[config.mk]
export PLATFORM = sky130hd
export DESIGN_NAME = a429_tx
export DESIGN_NICKNAME = d
export VERILOG_FILES = /design/src/rtl/a429_pkg.sv /design/src/rtl/a429_fifo.sv /design/src/rtl/a429_loader.sv /design/src/rtl/a429_ser.sv /design/src/rtl/a429_tx.sv
export SDC_FILE = /design/constraint.sdc
export NUM_CORES = 1
export LEC_CHECK = 0
export ABC_AREA = 1
export BUFFER_PORTS_ARGS = -buffer_cell sky130_fd_sc_hd__buf_2
export CORE_MARGIN = 4
export CORE_UTILIZATION = 50
export DETAILED_ROUTE_END_ITERATION = 8
export PLACE_DENSITY = 0.64
export REMOVE_ABC_BUFFERS = 1
export SKIP_CTS_REPAIR_TIMING = 1
export SLEW_MARGIN = 10
export SYNTH_ARGS = -nofsm -noshare
export SYNTH_HDL_FRONTEND = slang
export SYNTH_SLANG_ARGS = --single-unit
[constraint.sdc]
create_clock -name clk -period 6.3 [get_ports clk]
set_input_delay 0.63 -clock clk [delete_from_list [all_inputs] [get_ports clk]]
set_output_delay 0.63 -clock clk [all_outputs]
set_load 0.01 [all_outputs]
[src/rtl/a429_pkg.sv]
package a429_pkg;
  localparam int WORD_W   = 32;
  localparam int HALF_W   = 16;
  localparam int CFG_RATE = 0;
  localparam int CFG_PAR  = 1;

  typedef enum logic [1:0] {
    ST_IDLE = 2'd0,
    ST_SEND = 2'd1,
    ST_GAP  = 2'd2
  } ser_state_e;
endpackage

[src/rtl/a429_fifo.sv]
module a429_fifo #(
  parameter int W     = 32,
  parameter int DEPTH = 8
) (
  input  logic         clk,
  input  logic         rst_n,
  input  logic         push,
  input  logic [W-1:0] din,
  input  logic         pop,
  output logic [W-1:0] dout,
  output logic         empty,
  output logic         full
);
  localparam int AW = $clog2(DEPTH);

  logic [W-1:0] mem [DEPTH];
  logic [AW:0]  wptr_q, wptr_d, rptr_q, rptr_d;

  assign empty = (wptr_q == rptr_q);
  assign full  = (wptr_q[AW] != rptr_q[AW]) && (wptr_q[AW-1:0] == rptr_q[AW-1:0]);
  assign dout  = mem[rptr_q[AW-1:0]];

  always_comb begin
    wptr_d = wptr_q;
    rptr_d = rptr_q;
    if (push && !full) wptr_d = wptr_q + 1'b1;
    if (pop && !empty) rptr_d = rptr_q + 1'b1;
  end

  always_ff @(posedge clk or negedge rst_n) begin
    if (!rst_n) begin
      wptr_q <= '0;
      rptr_q <= '0;
    end else begin
      wptr_q <= wptr_d;
      rptr_q <= rptr_d;
    end
  end

  always_ff @(posedge clk) begin
    if (push && !full) mem[wptr_q[AW-1:0]] <= din;
  end
endmodule

[src/rtl/a429_loader.sv]
module a429_loader
  import a429_pkg::*;
(
  input  logic              clk,
  input  logic              rst_n,
  input  logic [HALF_W-1:0] wdata,
  input  logic              cfg_ld_n,
  input  logic              lo_ld_n,
  input  logic              hi_ld_n,
  input  logic              q_full,
  output logic              push,
  output logic [WORD_W-1:0] push_word,
  output logic              cfg_valid,
  output logic              rate_slow,
  output logic              par_en,
  output logic              overflow
);
  logic              cfg_p_q, lo_p_q, hi_p_q;
  logic              cfg_stb, lo_stb, hi_stb;
  logic [HALF_W-1:0] lo_q, lo_d;
  logic              vld_q, vld_d, rate_q, rate_d, par_q, par_d, ovf_q, ovf_d;

  assign cfg_stb = cfg_p_q && !cfg_ld_n;
  assign lo_stb  = lo_p_q  && !lo_ld_n;
  assign hi_stb  = hi_p_q  && !hi_ld_n;

  assign push      = hi_stb && !q_full;
  assign push_word = {wdata, lo_q};
  assign cfg_valid = vld_q;
  assign rate_slow = rate_q;
  assign par_en    = par_q;
  assign overflow  = ovf_q;

  always_comb begin
    lo_d   = lo_q;
    vld_d  = vld_q;
    rate_d = rate_q;
    par_d  = par_q;
    ovf_d  = ovf_q;
    if (lo_stb) lo_d = wdata;
    if (cfg_stb) begin
      vld_d  = 1'b1;
      rate_d = wdata[CFG_RATE];
      par_d  = wdata[CFG_PAR];
    end
    if (hi_stb && q_full) ovf_d = 1'b1;
  end

  always_ff @(posedge clk or negedge rst_n) begin
    if (!rst_n) begin
      cfg_p_q <= 1'b1;
      lo_p_q  <= 1'b1;
      hi_p_q  <= 1'b1;
      lo_q    <= '0;
      vld_q   <= 1'b0;
      rate_q  <= 1'b0;
      par_q   <= 1'b0;
      ovf_q   <= 1'b0;
    end else begin
      cfg_p_q <= cfg_ld_n;
      lo_p_q  <= lo_ld_n;
      hi_p_q  <= hi_ld_n;
      lo_q    <= lo_d;
      vld_q   <= vld_d;
      rate_q  <= rate_d;
      par_q   <= par_d;
      ovf_q   <= ovf_d;
    end
  end
endmodule

[src/rtl/a429_ser.sv]
module a429_ser
  import a429_pkg::*;
#(
  parameter int HALF_FAST  = 4,
  parameter int RATE_RATIO = 8,
  parameter int GAP_BITS   = 4
) (
  input  logic              clk,
  input  logic              rst_n,
  input  logic              cfg_valid,
  input  logic              tx_en,
  input  logic              rate_slow,
  input  logic              par_en,
  input  logic              fifo_empty,
  input  logic [WORD_W-1:0] word,
  output logic              pop,
  output logic              line_a,
  output logic              line_b
);
  localparam int HALF_SLOW = HALF_FAST * RATE_RATIO;
  localparam int CW        = $clog2(HALF_SLOW + 1);
  localparam int GW        = $clog2(2 * GAP_BITS + 1);
  localparam int IW        = $clog2(WORD_W);
  localparam logic [CW-1:0] FAST_LD = CW'(HALF_FAST - 1);
  localparam logic [CW-1:0] SLOW_LD = CW'(HALF_SLOW - 1);
  localparam logic [GW-1:0] GAP_LD  = GW'(2 * GAP_BITS - 1);
  localparam logic [IW-1:0] IDX_END = IW'(WORD_W - 1);

  ser_state_e        st_q, st_d;
  logic [CW-1:0]     cnt_q, cnt_d, run_ld;
  logic [GW-1:0]     gap_q, gap_d;
  logic [IW-1:0]     idx_q, idx_d;
  logic [WORD_W-1:0] sh_q, sh_d;
  logic              ph_q, ph_d, rate_q, rate_d;

  assign run_ld = rate_q ? SLOW_LD : FAST_LD;
  assign line_a = (st_q == ST_SEND) && !ph_q &&  sh_q[0];
  assign line_b = (st_q == ST_SEND) && !ph_q && !sh_q[0];

  always_comb begin
    st_d   = st_q;
    cnt_d  = cnt_q;
    gap_d  = gap_q;
    idx_d  = idx_q;
    sh_d   = sh_q;
    ph_d   = ph_q;
    rate_d = rate_q;
    pop    = 1'b0;
    case (st_q)
      ST_IDLE: begin
        if (cfg_valid && tx_en && !fifo_empty) begin
          pop    = 1'b1;
          st_d   = ST_SEND;
          rate_d = rate_slow;
          cnt_d  = rate_slow ? SLOW_LD : FAST_LD;
          ph_d   = 1'b0;
          idx_d  = '0;
          sh_d   = par_en ? {~^word[WORD_W-2:0], word[WORD_W-2:0]} : word;
        end
      end
      ST_SEND: begin
        if (cnt_q == '0) begin
          cnt_d = run_ld;
          if (!ph_q) begin
            ph_d = 1'b1;
          end else begin
            ph_d  = 1'b0;
            sh_d  = sh_q >> 1;
            idx_d = idx_q + 1'b1;
            if (idx_q == IDX_END) begin
              st_d  = ST_GAP;
              gap_d = GAP_LD;
            end
          end
        end else begin
          cnt_d = cnt_q - 1'b1;
        end
      end
      ST_GAP: begin
        if (cnt_q == '0) begin
          cnt_d = run_ld;
          if (gap_q == '0) st_d = ST_IDLE;
          else             gap_d = gap_q - 1'b1;
        end else begin
          cnt_d = cnt_q - 1'b1;
        end
      end
      default: st_d = ST_IDLE;
    endcase
  end

  always_ff @(posedge clk or negedge rst_n) begin
    if (!rst_n) begin
      st_q   <= ST_IDLE;
      cnt_q  <= '0;
      gap_q  <= '0;
      idx_q  <= '0;
      sh_q   <= '0;
      ph_q   <= 1'b0;
      rate_q <= 1'b0;
    end else begin
      st_q   <= st_d;
      cnt_q  <= cnt_d;
      gap_q  <= gap_d;
      idx_q  <= idx_d;
      sh_q   <= sh_d;
      ph_q   <= ph_d;
      rate_q <= rate_d;
    end
  end
endmodule

[src/rtl/a429_tx.sv]
module a429_tx
  import a429_pkg::*;
#(
  parameter int DEPTH      = 8,
  parameter int HALF_FAST  = 4,
  parameter int RATE_RATIO = 8,
  parameter int GAP_BITS   = 4
) (
  input  logic        clk,
  input  logic        rst_n,
  input  logic [15:0] wdata,
  input  logic        cfg_ld_n,
  input  logic        lo_ld_n,
  input  logic        hi_ld_n,
  input  logic        tx_en,
  output logic        q_empty,
  output logic        q_overflow,
  output logic        line_a,
  output logic        line_b
);
  logic              push, pop, full, cfg_valid, rate_slow, par_en;
  logic [WORD_W-1:0] push_word, head_word;

  a429_loader u_loader (
    .clk       (clk),
    .rst_n     (rst_n),
    .wdata     (wdata),
    .cfg_ld_n  (cfg_ld_n),
    .lo_ld_n   (lo_ld_n),
    .hi_ld_n   (hi_ld_n),
    .q_full    (full),
    .push      (push),
    .push_word (push_word),
    .cfg_valid (cfg_valid),
    .rate_slow (rate_slow),
    .par_en    (par_en),
    .overflow  (q_overflow)
  );

  a429_fifo #(.W(WORD_W), .DEPTH(DEPTH)) u_fifo (
    .clk   (clk),
    .rst_n (rst_n),
    .push  (push),
    .din   (push_word),
    .pop   (pop),
    .dout  (head_word),
    .empty (q_empty),
    .full  (full)
  );

  a429_ser #(.HALF_FAST(HALF_FAST), .RATE_RATIO(RATE_RATIO), .GAP_BITS(GAP_BITS)) u_ser (
    .clk        (clk),
    .rst_n      (rst_n),
    .cfg_valid  (cfg_valid),
    .tx_en      (tx_en),
    .rate_slow  (rate_slow),
    .par_en     (par_en),
    .fifo_empty (q_empty),
    .word       (head_word),
    .pop        (pop),
    .line_a     (line_a),
    .line_b     (line_b)
  );
endmodule

* Word level (Yosys, flattened, before mapping) *
Memories as Yosys holds them, arrays and structs flattened.
Cells that the tools add are included.

storage, ports and cells
  bits in writable memories = 256
  logic and storage cells = 105
  register bits after elaboration = 82
  memories = 1
  bits of input ports = 22
  output and inout port bits = 4

cells by class
  equal/unequal tests = 13
  mux-type cells = 35
  add/sub/neg operators = 5
  reduce and logical (&&, ||, !) cells = 34

memory list
  name        words  width  read ports  clocked after memory_dff  wr ports  RTL line         RTL
  u_fifo.mem  8      32     1           0                         1         a429_fifo.sv:16  logic [W-1:0] mem [DEPTH];

operators with widths
  kind                                              count
  two-way mux 32 bit                                4
  case mux 32 bit (2 select lines)                  1
  XNOR reduction 31 bit                             1
  two-way mux 5 bit                                 5
  two-way mux 4 bit                                 5
  logical AND 1 bit                                 13
  two-way mux 2 bit                                 6
  two-way mux 6 bit                                 2
  case mux 6 bit (2 select lines)                   1
  AND reduction 6 bit                               2
  case mux 5 bit (2 select lines)                   1
  adder 4 x 1 -> 4 bit, second input constant       2
  != test 2 x 1 -> 1 bit, second input constant     4
  case mux 4 bit (2 select lines)                   1
  logical NOT 1 bit                                 7
  two-way mux 1 bit                                 7
  logical NOT 6 bit                                 1
  != test 2 bit, second input constant              3
  case mux 2 bit (3 select lines)                   1
  nonzero test 2 bit                                3
  subtractor 6 x 1 -> 6 bit, second input constant  1
  adder 5 x 1 -> 5 bit, second input constant       1
  equality test 5 bit, second input constant        1
  equality test 4 bit                               1
  other kinds (12)                                  13

* Depth between registers and ports, before layout *
Gate-level depths: netlist (run 1).

  word-level depth = 7
  mapped depth = 22
  gate-level depth less buffers = 21

* Modules after synthesis *
A second synthesis (run 1) with hierarchy kept.

unflattened totals
  cells, all modules = 1400
  area, all modules = 14843.0 sq um

modules (own cells, without submodules)
  module       seq. area each (sq um)  instances  area each (sq um)  cells each
  a429_fifo    7887.6                  1          10533.9            811
  a429_ser     1276.2                  1          3261.9             480
  a429_loader  579.3                   1          1047.3             109

* Worst setup path before layout (run 1) *
No wires, ideal clock.

  path kind = register to register
  start = register u_fifo.rptr_q[1]
  end = memory u_fifo.mem[0][0] (enable)
  path slack = 3338 ps
  path buffers = 1
  arrival time = 2541 ps
  setup time = 421 ps
  clock period less this slack = 2962 ps
  cell stages (with the launch flop) = 9
  data required time = 5879 ps
  path through = dfrtp_1 -> buf_4 -> xnor2_1 -> nand2_1 -> nor2_1 -> nand2_1 -> nand2_1 -> or2_2 -> nor2_1

between the ends
  longest elaborated chain between the ends = 7

RTL lines
  element                                      RTL line                            RTL
  from (decl)                                  a429_fifo.sv:17                     logic [AW:0] wptr_q, wptr_d, rptr_q, rptr_d;
  from (signal assigned)                       a429_fifo.sv:36                     rptr_q <= rptr_d;
  equality test 3 bit (*)                      a429_fifo.sv:20                     assign full = (wptr_q[AW] != rptr_q[AW]) && (wptr_q[AW-1:0] == rptr_q[AW-1:0]);
  logical AND 1 bit (*)                        a429_fifo.sv:20
  logical NOT 1 bit (*)                        a429_fifo.sv:41, a429_loader.sv:27
  logical AND 1 bit                            a429_loader.sv:27                   assign push = hi_stb && !q_full;
  logical AND 1 bit (*)                        a429_fifo.sv:41                     if (push && !full) mem[wptr_q[AW-1:0]] <= din;
  two-way mux 1 bit (*)                        a429_fifo.sv:41
  two-way mux 1 bit (not written as such) (*)  a429_fifo.sv:41
  to (decl)                                    a429_fifo.sv:16

Every way passes the cells marked *; elsewhere a longest branch is shown, timed or not.

* Worst setup path in the final report (run 1) *
  start = register u_fifo.rptr_q[0]
  end = register u_ser.sh_q[0]

between the ends
  longest elaborated chain between the ends = 5
  elaborated cells on any way between the ends = 9
  those cells by class = 2 x eq/ne; 3 x mux; 3 x reduce/logical; 1 x memory

RTL lines
  element                                                           RTL line         RTL
  branches (longest 5 deep; another with memory read (8 x 32 bit))  -
  to (signal assigned)                                              a429_ser.sv:98   sh_q <= '0;
  to (signal assigned)                                              a429_ser.sv:106  sh_q <= sh_d;
  to (decl)                                                         a429_ser.sv:33   logic [WORD_W-1:0] sh_q, sh_d;

Several ways; the timed one is not identified. The select of a mux whose other input is x is not followed.
A chain may end at the register's enable or synchronous reset.

==> results of run 1 <==
==> final cells by class <==
cell class	instances	area, um^2	share of cell area
multi-input cells	1072	4750	0.271
clock buffers	46	1020	0.0583
clock inverters	22	287	0.0163
well taps	396	495	0.0283
inverters	253	951	0.0542
repair buffers	45	280	0.0160
flip-flops and latches	338	9750	0.556
==> worst max-delay path by stage <==
stage	startpoint	endpoint	slack (ns)	cells past startpoint
after floorplan	u_fifo.rptr_q[0]$_DFFE_PN0P_	u_ser.sh_q[31]$_DFFE_PN0P_	0.98	17
after detailed placement	u_fifo.rptr_q[0]$_DFFE_PN0P_	u_ser.sh_q[31]$_DFFE_PN0P_	3.03	20
after CTS	u_fifo.rptr_q[0]$_DFFE_PN0P_	u_ser.sh_q[0]$_DFFE_PN0P_	2.99	11
after global placement	u_fifo.rptr_q[0]$_DFFE_PN0P_	u_ser.sh_q[0]$_DFFE_PN0P_	3.03	11
after global routing	u_fifo.rptr_q[0]$_DFFE_PN0P_	u_ser.sh_q[0]$_DFFE_PN0P_	2.58	11
final	u_fifo.rptr_q[0]$_DFFE_PN0P_	u_ser.sh_q[0]$_DFFE_PN0P_	3.07	11
==> worst register-to-register path, cell delays in order (launching register included) <==
cell      delay [ns]
dfrtp_4         0.93
xnor2_1         0.19
nand2_1         0.07
nor2_1          0.18
nand2_2         0.10
nand3_2         0.09
a21oi_2         0.06
o21ai_1         0.12
or2_2           0.87
inv_1           0.24
o211ai_1        0.16
o21ai_0         0.11
==> cells in the mapped netlist (all sizes together), types with 2 or more instances <==
library cell / count
nand2: 704
edfxtp: 256
inv: 253
nand3: 151
o21ai: 104
dfrtp: 79
buf: 47
nor2: 45
clkbuf: 25
mux2: 14
a21oi: 10
ha: 10
xor2: 7
nand4: 4
xnor2: 4
a31oi: 3
dfstp: 3
a22oi: 2
nor3: 2
nor4: 2
o21a: 2
or2: 2
==> flip-flops by register name, indices dropped and copies added, names as in the netlist, 2 cells and up <==
signal and cells:
u_ser.gap_q 4, u_fifo.wptr_q 4, u_fifo.mem 256, u_fifo.rptr_q 4, u_ser.cnt_q 6, u_ser.sh_q 32, u_ser.st_q 2, u_loader.lo_q 16
u_ser.idx_q 5
==> kinds of logic (layout without fill, tap and decap cells) <==
kind of cell             after synthesis  in the layout  synth area share
adder cells (fa/ha/maj)               10             10           0.00794
flip-flops                           338            338             0.619
multiplexers                          14             14            0.0100
buffers and inverters                325            366            0.0838
AO/OA/AOI/OAI                        126            126            0.0420
XOR/XNOR                              11             11           0.00612
AND/OR/NAND/NOR                      911            911             0.232
==> through the flow <==
stage          instance area (um^2)   util  hold WS [ns]  total power [mW]
2_1_floorplan                 15400      -         0.334              5.65
3_3_place_gp                  16200  0.526         0.460              6.64
3_5_place_dp                  16200  0.526         0.468              6.70
4_1_cts                       17500  0.568       -0.0750              9.01
5_1_grt                       17500  0.569         0.177              9.68
6_report                      17500  0.569         0.201              8.93
==> metal layers <==
layer  global-route usage  share of wire  up-vias
li1                     -              -     5551
met1                0.280           0.44     5192
met2                0.355           0.48      227
met3               0.0313          0.049       74
met4               0.0708          0.029        0
met5                    0              0        -
==> power groups by stage <==
stage                     clock (mW)  sequential (mW)  combinational (mW)
after floorplan                    0             3.11                2.53
after global placement             0             3.09                3.55
after detailed placement           0             3.10                3.60
after CTS                       2.34             3.06                3.62
after global routing            2.43             3.10                4.15
final                           2.28             3.06                3.58
==> results.toml, run 1 <==
[synthesis]
syn_area_um2 = 15800
synth_top_flop_cell = "edfxtp_1"
yosysSeqAreaShare = 0.619
synth_area_leaders = "edfxtp_1 (49%), nand2_1 (17%), dfrtp_1 (13%), inv_1 (6.0%), nand3_1 (4.7%)"
async_reset_ff_frac = 0.243
synth_top_cell_by_area = "edfxtp_1"
synth_top_area_share = 0.488
yosysUniqueCellTypes = 37
synthCells = 1735
yosys_warnings = 0
synth-edff-count = 256
avgSynthCellArea_um2 = 9.08
ys_ff_latch = 338

[sta]
rsz0062_at_grt = "false"
fin_crit_sh = 0.513
maxSlewViolCount = 0
period_minus_slack_ns = 3.23
fmax_mhz = 309
finalSetupViolations = 0
skew_ns = 0.0216
setup-tns-final_ns = 0
worst_slew_pin_slew_ns = 1.11
slew_headroom = 0.262
setup_slack_ns = 3.07
hold_viol = 0

[floorplanning]
pin_count = 26
fp.dieH_um = 185
core_area_um2 = 30800
die_w_um = 185
start_util = 0.511
die_area_um2 = 34400
rows = 64

[placement]
dp_cells = 2103
place.gp.congestion = 0.803
hpwl_um = 19900
place_ws_ns = 3.03
numPortBuffers = 25

[critical_path]
endpoint_kind = "flip-flop"
critPathSlowestCell = "dfrtp_4"
start_kind = "flip-flop"
cp_cell_sequence = "xnor2_1 > nand2_1 > nor2_1 > nand2_2 > nand3_2 > a21oi_2 > o21ai_1 > or2_2 > inv_1 > o211ai_1 > o21ai_0"
path_max_fanout = 69
required_ns = 6.70
r2r_slack_ns = 3.07
arrival_ns = 3.63
reg2regPathDepth = 11
r2r-end = "u_ser.sh_q[0]$_DFFE_PN0P_"
critPathMaxStageDelay_ns = 0.93
crit_type = "flip-flop to flip-flop"
crit_buf_inv = 1
r2r-start = "u_fifo.rptr_q[0]$_DFFE_PN0P_"
critPathTopFamily = "simple AND/OR/NAND/NOR gates"

[pwr]
p_clk_frac = 0.256
leakagePower_nw = 8.13
p_per_area_nw_per_um2 = 509
pwr-share-seq = 0.343
peakVddDrop_mv = 0.267
p_sw_frac = 0.408
power.internal_mw = 5.28
p_comb_frac = 0.401
switchingPower_mw = 3.65

[clock_tree]
insertion_delay_ns = 0.53
clock-sinks = 338
cts_htree_levels = 2
cts_tree = "done"
cts_buffers = 37
clockBufferDepth = 3
clk_pin_slew_worst_paths_ns = 0.06
cts_root_buffer = "clkbuf_16"

[cells_and_area]
layout_commonest_cell = "nand2_1"
final_cell_count_no_fill = 2172
n_antenna_cell = 0
synthToLayoutAreaGrowth_pct = 11.3
fillCellCount = 2656
mostFrequentLayoutCells = "nand2_1 (703), edfxtp_1 (256), inv_1 (249), nand3_1 (149), o21ai_0 (85)"
layout.nets = 1779
drive_gt1_frac = 0.0811

[detailed_routing]
firstDrtPassIters = 6
postRouteAntennaNets = 0
drt-total-wl_um = 35300
drcViolationCount = 0
wire_per_inst_um = 16.3
vias = 11000
drt_iter0_drc = 730
viasPerCell = 5.08

[run]
drv_cap = 0

[global_route]
grt_pass1_wl_um = 56600
antenna_found_initial = 0
grt_pass1_vias = 10800
grt_usage = 0.210
grt_max_degree = 76
grt.overflow.total = 0

[min_path]
hold_end = "u_loader.lo_p_q$_DFF_PN1_"
min_path_cells = 1
min_path_type = "primary input to flip-flop"
hold_start = "lo_ld_n"

[status]
status = "finished clean"
(Power assumes the default switching activity.)
==> run 2, diff against run 1 <==
Settings changed: PLACE_DENSITY 0.64 to 0.66.
Clock period 6.3 ns to 2.7 ns, I/O delays scaled along.
==> results.toml, run 2 (synthesized netlist as in run 1, its figures left out) <==
[floorplanning]
die_w_um = 185
die_area_um2 = 34400
fp.dieH_um = 185
rows = 64
start_util = 0.511
pin_count = 26
core_area_um2 = 30800

[clock_tree]
cts_buffers = 37
cts_htree_levels = 2
clockBufferDepth = 3
clk_pin_slew_worst_paths_ns = 0.06
insertion_delay_ns = 0.51
cts_root_buffer = "clkbuf_16"
cts_tree = "done"
clock-sinks = 338

[critical_path]
cp_cell_sequence = "inv_6 > buf_12 > nand2_1 > nand3_1 > nand2_1 > o21ai_1 > nand2_1 > nand2_1 > nand2_1 > nand2_1 > nand2_1 > nand2_1 > nand2_1 > nand2_1 > inv_1 > nand2_1 > nand3_1 > nand2_1 > nand2_1"
critPathSlowestCell = "dfrtp_4"
required_ns = 3.11
path_max_fanout = 27
arrival_ns = 2.88
critPathTopFamily = "simple AND/OR/NAND/NOR gates"
endpoint_kind = "flip-flop"
crit_top_cell = "nand2_1"
crit_buf_inv = 3
crit_type = "flip-flop to flip-flop"
start_kind = "flip-flop"
critPathMaxStageDelay_ns = 0.54

[sta]
rsz0062_at_grt = "false"
hold_viol = 0
worst_slew_pin_slew_ns = 0.676
skew_ns = 0.00968
maxSlewViolCount = 0
finalSetupViolations = 0
fin_crit_sh = 0.915
period_minus_slack_ns = 2.47
setup-tns-final_ns = 0
fmax_mhz = 405
slew_headroom = 0.548

[pwr]
peakVddDrop_mv = 0.815
leakagePower_nw = 8.29
p_per_area_nw_per_um2 = 1180

[detailed_routing]
vias = 11300
drcViolationCount = 0
met1_length_um = 16200
drt-total-wl_um = 36100
routed-wl-met3_um = 1560
wire_per_inst_um = 16.5
firstDrtPassIters = 5
met2_length_um = 17400
top_layer = "met5"
postRouteAntennaNets = 0
viasPerCell = 5.13
drt_iter0_drc = 758

[cells_and_area]
fillCellCount = 2615
synthToLayoutAreaGrowth_pct = 13.6
seqCellArea_um2 = 9750
layout.nets = 1801
largest_reg_flops = 256
layout_commonest_cell = "nand2_1"
drive_gt1_frac = 0.0918
n_antenna_cell = 0
mostFrequentLayoutCells = "nand2_1 (703), edfxtp_1 (256), inv_1 (249), nand3_1 (149), o21ai_0 (85)"
final_cell_count_no_fill = 2194
multi_input_comb_area_um2 = 4760

[placement]
numPortBuffers = 25
hpwl_um = 21400
dp_cells = 2121
place.gp.congestion = 0.820

[status]
status = "finished clean"

[global_route]
antenna_found_initial = 1
grt.overflow.total = 0
grt_max_degree = 76
grt_pass1_wl_um = 57800
grt_pass1_vias = 11000
grt_usage = 0.214

[run]
drv_cap = 0

[min_path]
min_path_type = "primary input to flip-flop"
run 2: cell count changes in the layout (fill, tap and decap cells not counted), sizes merged:
cell         before  now
clkinvlp          1    2
bufinv            6    4
clkbuf           46   49
buf              44   62
dlygate4sd3       1    4
clkinv           15   14
run 2: path summary, 6_finish.rpt:
check | from | endpoint | slack [ns] | depth (start not counted)
worst max register to register | u_fifo.rptr_q[0]$_DFFE_PN0P_ | u_ser.sh_q[31]$_DFFE_PN0P_ | 0.23 | 19
worst min register to register | u_ser.gap_q[3]$_DFFE_PN0P_ | u_ser.gap_q[3]$_DFFE_PN0P_ | 0.48 | 1
worst max-delay path | u_fifo.rptr_q[0]$_DFFE_PN0P_ | u_ser.sh_q[31]$_DFFE_PN0P_ | 0.23 | 19
worst min-delay path | wdata[14] | u_fifo.mem[3][30]$_DFFE_PP_ | 0.03 | 1
min in group asynchronous | rst_n | u_ser.sh_q[3]$_DFFE_PN0P_ | 0.32 | 2
max in group asynchronous | rst_n | u_ser.sh_q[9]$_DFFE_PN0P_ | 1.68 | 3
run 2: routing by layer:
layer | GRT usage | up-vias
li1 | - | 5600
met1 | 0.287 | 5319
met2 | 0.365 | 250
met3 | 0.0299 | 79
met4 | 0.0617 | 2
met5 | 0 | -
run 2: stage by stage:
step           cell area, um^2  setup slack [ns]  utilization  hold WS [ns]  total power [mW]
4_1_cts                  17800             0.139        0.578        -0.243              21.2
6_report                 17900             0.228        0.580        0.0338              21.1
3_3_place_gp             16500             0.221        0.537         0.307              15.7
2_1_floorplan            15400             -2.62            -       -0.0256              13.2
3_5_place_dp             16500             0.153        0.537         0.303              15.9
5_1_grt                  17900            0.0157        0.580        0.0356              22.9
run 2: worst reg2reg max path, stage by stage, from the launching register on:
cell     delay [ns]
dfrtp_4        0.54
inv_6          0.18
buf_12         0.20
nand2_1        0.08
nand3_1        0.06
nand2_1        0.07
o21ai_1        0.26
nand2_1        0.10
nand2_1        0.10
nand2_1        0.05
nand2_1        0.10
nand2_1        0.07
nand2_1        0.08
nand2_1        0.05
nand2_1        0.14
inv_1          0.06
nand2_1        0.07
nand3_1        0.06
nand2_1        0.07
nand2_1        0.04
run 2: layout make-up:
class                   count  area share
clock inverters            20      0.0123
clock buffers              48      0.0581
flip-flops and latches    338       0.545
inverters                 253      0.0534
well taps                 396      0.0277
repair buffers             67      0.0379
multi-input cells        1072       0.266
run 2: where the power goes:
group	internal, mW	switching, mW
clock network	3.12	2.05
logic	2.90	6.13
registers	6.49	0.450
total	12.5	8.63
==> run 3, diff against run 2 <==
Settings changed: PLACE_DENSITY 0.66 to 0.64.
Clock period 2.7 ns to 3.2 ns, I/O delays scaled along.
==> results.toml, run 3 (synthesized netlist as in run 1, its figures left out) <==
[floorplanning]
rows = 64
die_w_um = 185
pin_count = 26
fp.dieH_um = 185
die_area_um2 = 34400
core_area_um2 = 30800
start_util = 0.511

[placement]
numPortBuffers = 25
dp_cells = 2115
place_ws_ns = 0.426
place.gp.congestion = 0.800
hpwl_um = 20700

[clock_tree]
cts_buffers = 37
insertion_delay_ns = 0.52
clk_pin_slew_worst_paths_ns = 0.06
cts_htree_levels = 2
cts_root_buffer = "clkbuf_16"
clock-sinks = 338
clockBufferDepth = 3
cts_tree = "done"

[cells_and_area]
mostFrequentLayoutCells = "nand2_1 (703), edfxtp_1 (256), inv_1 (249), nand3_1 (149), o21ai_0 (85)"
synthToLayoutAreaGrowth_pct = 12.8
layout.nets = 1794
drive_gt1_frac = 0.0860
layout_commonest_cell = "nand2_1"
largest_reg_flops = 256
final_cell_count_no_fill = 2188

[min_path]
min_path_cells = 1
hold_start = "wdata[14]"
min_path_type = "primary input to flip-flop"
hold_end = "u_fifo.mem[4][30]$_DFFE_PP_"

[critical_path]
required_ns = 3.61
critPathTopFamily = "simple AND/OR/NAND/NOR gates"
cp_cell_sequence = "buf_4 > nand2_1 > nand2_1 > nand2_1 > nand2_1 > nand2_1 > nand2_1 > inv_1 > nand2_1 > nand2_1 > nand2_1 > nand2_1 > nand2_1 > nand2_1 > nand2_1 > nand2_1 > nand2_1 > nand3_1 > nand2_1 > nand2_1"
path_max_fanout = 56
arrival_ns = 3.20
crit_top_cell = "nand2_1"
critPathSlowestCell = "dfrtp_4"
start_kind = "flip-flop"
r2r_slack_ns = 0.40
endpoint_kind = "flip-flop"
critPathMaxStageDelay_ns = 0.57
crit_type = "flip-flop to flip-flop"
r2r-start = "u_fifo.rptr_q[0]$_DFFE_PN0P_"
r2r-end = "u_ser.sh_q[31]$_DFFE_PN0P_"
reg2regPathDepth = 20
crit_buf_inv = 2

[global_route]
grt_pass1_wl_um = 58000
grt_max_degree = 66
antenna_found_initial = 0
grt_pass1_vias = 10800
grt.overflow.total = 0
grt_usage = 0.214

[pwr]
peakVddDrop_mv = 0.564
leakagePower_nw = 8.22
p_per_area_nw_per_um2 = 997

[sta]
skew_ns = 0.0195
finalSetupViolations = 0
rsz0062_at_grt = "false"
fin_crit_sh = 0.874
period_minus_slack_ns = 2.80
worst_slew_pin_slew_ns = 0.822
hold_viol = 0
fmax_mhz = 357
setup_slack_ns = 0.402
slew_headroom = 0.452
maxSlewViolCount = 0

[run]
drv_cap = 0

[detailed_routing]
drcViolationCount = 0
wire_per_inst_um = 16.2
vias = 11000
viasPerCell = 5.04
firstDrtPassIters = 7
drt-total-wl_um = 35400
drt_iter0_drc = 851
postRouteAntennaNets = 0

[status]
status = "finished clean"
run 3: cell types whose count changed in the layout (fill, tap and decap cells not counted), sizes merged:
| cell | previous run | this run |
|---|---|---|
| buf | 62 | 56 |
| bufinv | 4 | 3 |
| clkbuf | 49 | 54 |
| clkinv | 14 | 8 |
| clkinvlp | 2 | 3 |
| diode | 0 | 1 |
run 3: how the worst max path moves through the flow:
stage	to	cells past startpoint	from	slack (ns)
after floorplan	u_ser.sh_q[31]$_DFFE_PN0P_	17	u_fifo.rptr_q[0]$_DFFE_PN0P_	-2.12
after global placement	u_ser.sh_q[31]$_DFFE_PN0P_	18	u_fifo.rptr_q[0]$_DFFE_PN0P_	0.51
after detailed placement	u_ser.sh_q[31]$_DFFE_PN0P_	18	u_fifo.rptr_q[0]$_DFFE_PN0P_	0.43
after CTS	u_ser.sh_q[31]$_DFFE_PN0P_	18	u_fifo.rptr_q[0]$_DFFE_PN0P_	0.41
after global routing	u_ser.sh_q[31]$_DFFE_PN0P_	18	u_fifo.rptr_q[0]$_DFFE_PN0P_	0.04
final	u_ser.sh_q[31]$_DFFE_PN0P_	20	u_fifo.rptr_q[0]$_DFFE_PN0P_	0.40
run 3: area by class of cell:
type	count	area, um^2
fillers	2632	13100
flip-flops and latches	338	9750
multi-input cells	1072	4750
clock buffers	54	1120
inverters	253	951
repair buffers	60	551
well taps	396	495
clock inverters	14	154
diodes	1	2.50
run 3: metrics by stage:
stage / total power, mW / instance area, um^2 / hold WS [ns] / setup TNS, ns / util
6_report: 17.7 / 17800 / 0.0711 / 0 / 0.577
4_1_cts: 17.9 / 17700 / -0.121 / 0 / 0.575
3_3_place_gp: 13.2 / 16500 / 0.436 / 0 / 0.534
5_1_grt: 19.3 / 17800 / 0.0880 / 0 / 0.576
2_1_floorplan: 11.1 / 15400 / 0.0244 / -504.72 / -
3_5_place_dp: 13.4 / 16500 / 0.438 / 0 / 0.534
run 3: routing by layer:
metal | track usage | routed length [um]
met4 | 0.0596 | 808
met3 | 0.0279 | 1270
met1 | 0.289 | 16000
met5 | 0 | 0
met2 | 0.368 | 17300
run 3: power breakdown:
part           leakage [nW]  internal [mW]  switching, mW
Combinational          4.30           2.32           5.13
Sequential             3.30           5.47          0.390
Clock                 0.622           2.69           1.72
Total                  8.22           10.5           7.24
run 3: worst register-to-register path, cell delays in order, from the launching register on:
cell	delay, ns
dfrtp_4	0.57
buf_4	0.56
nand2_1	0.21
nand2_1	0.10
nand2_1	0.05
nand2_1	0.07
nand2_1	0.05
nand2_1	0.15
inv_1	0.09
nand2_1	0.06
nand2_1	0.07
nand2_1	0.07
nand2_1	0.07
nand2_1	0.09
nand2_1	0.09
nand2_1	0.08
nand2_1	0.09
nand2_1	0.07
nand3_1	0.07
nand2_1	0.06
nand2_1	0.05
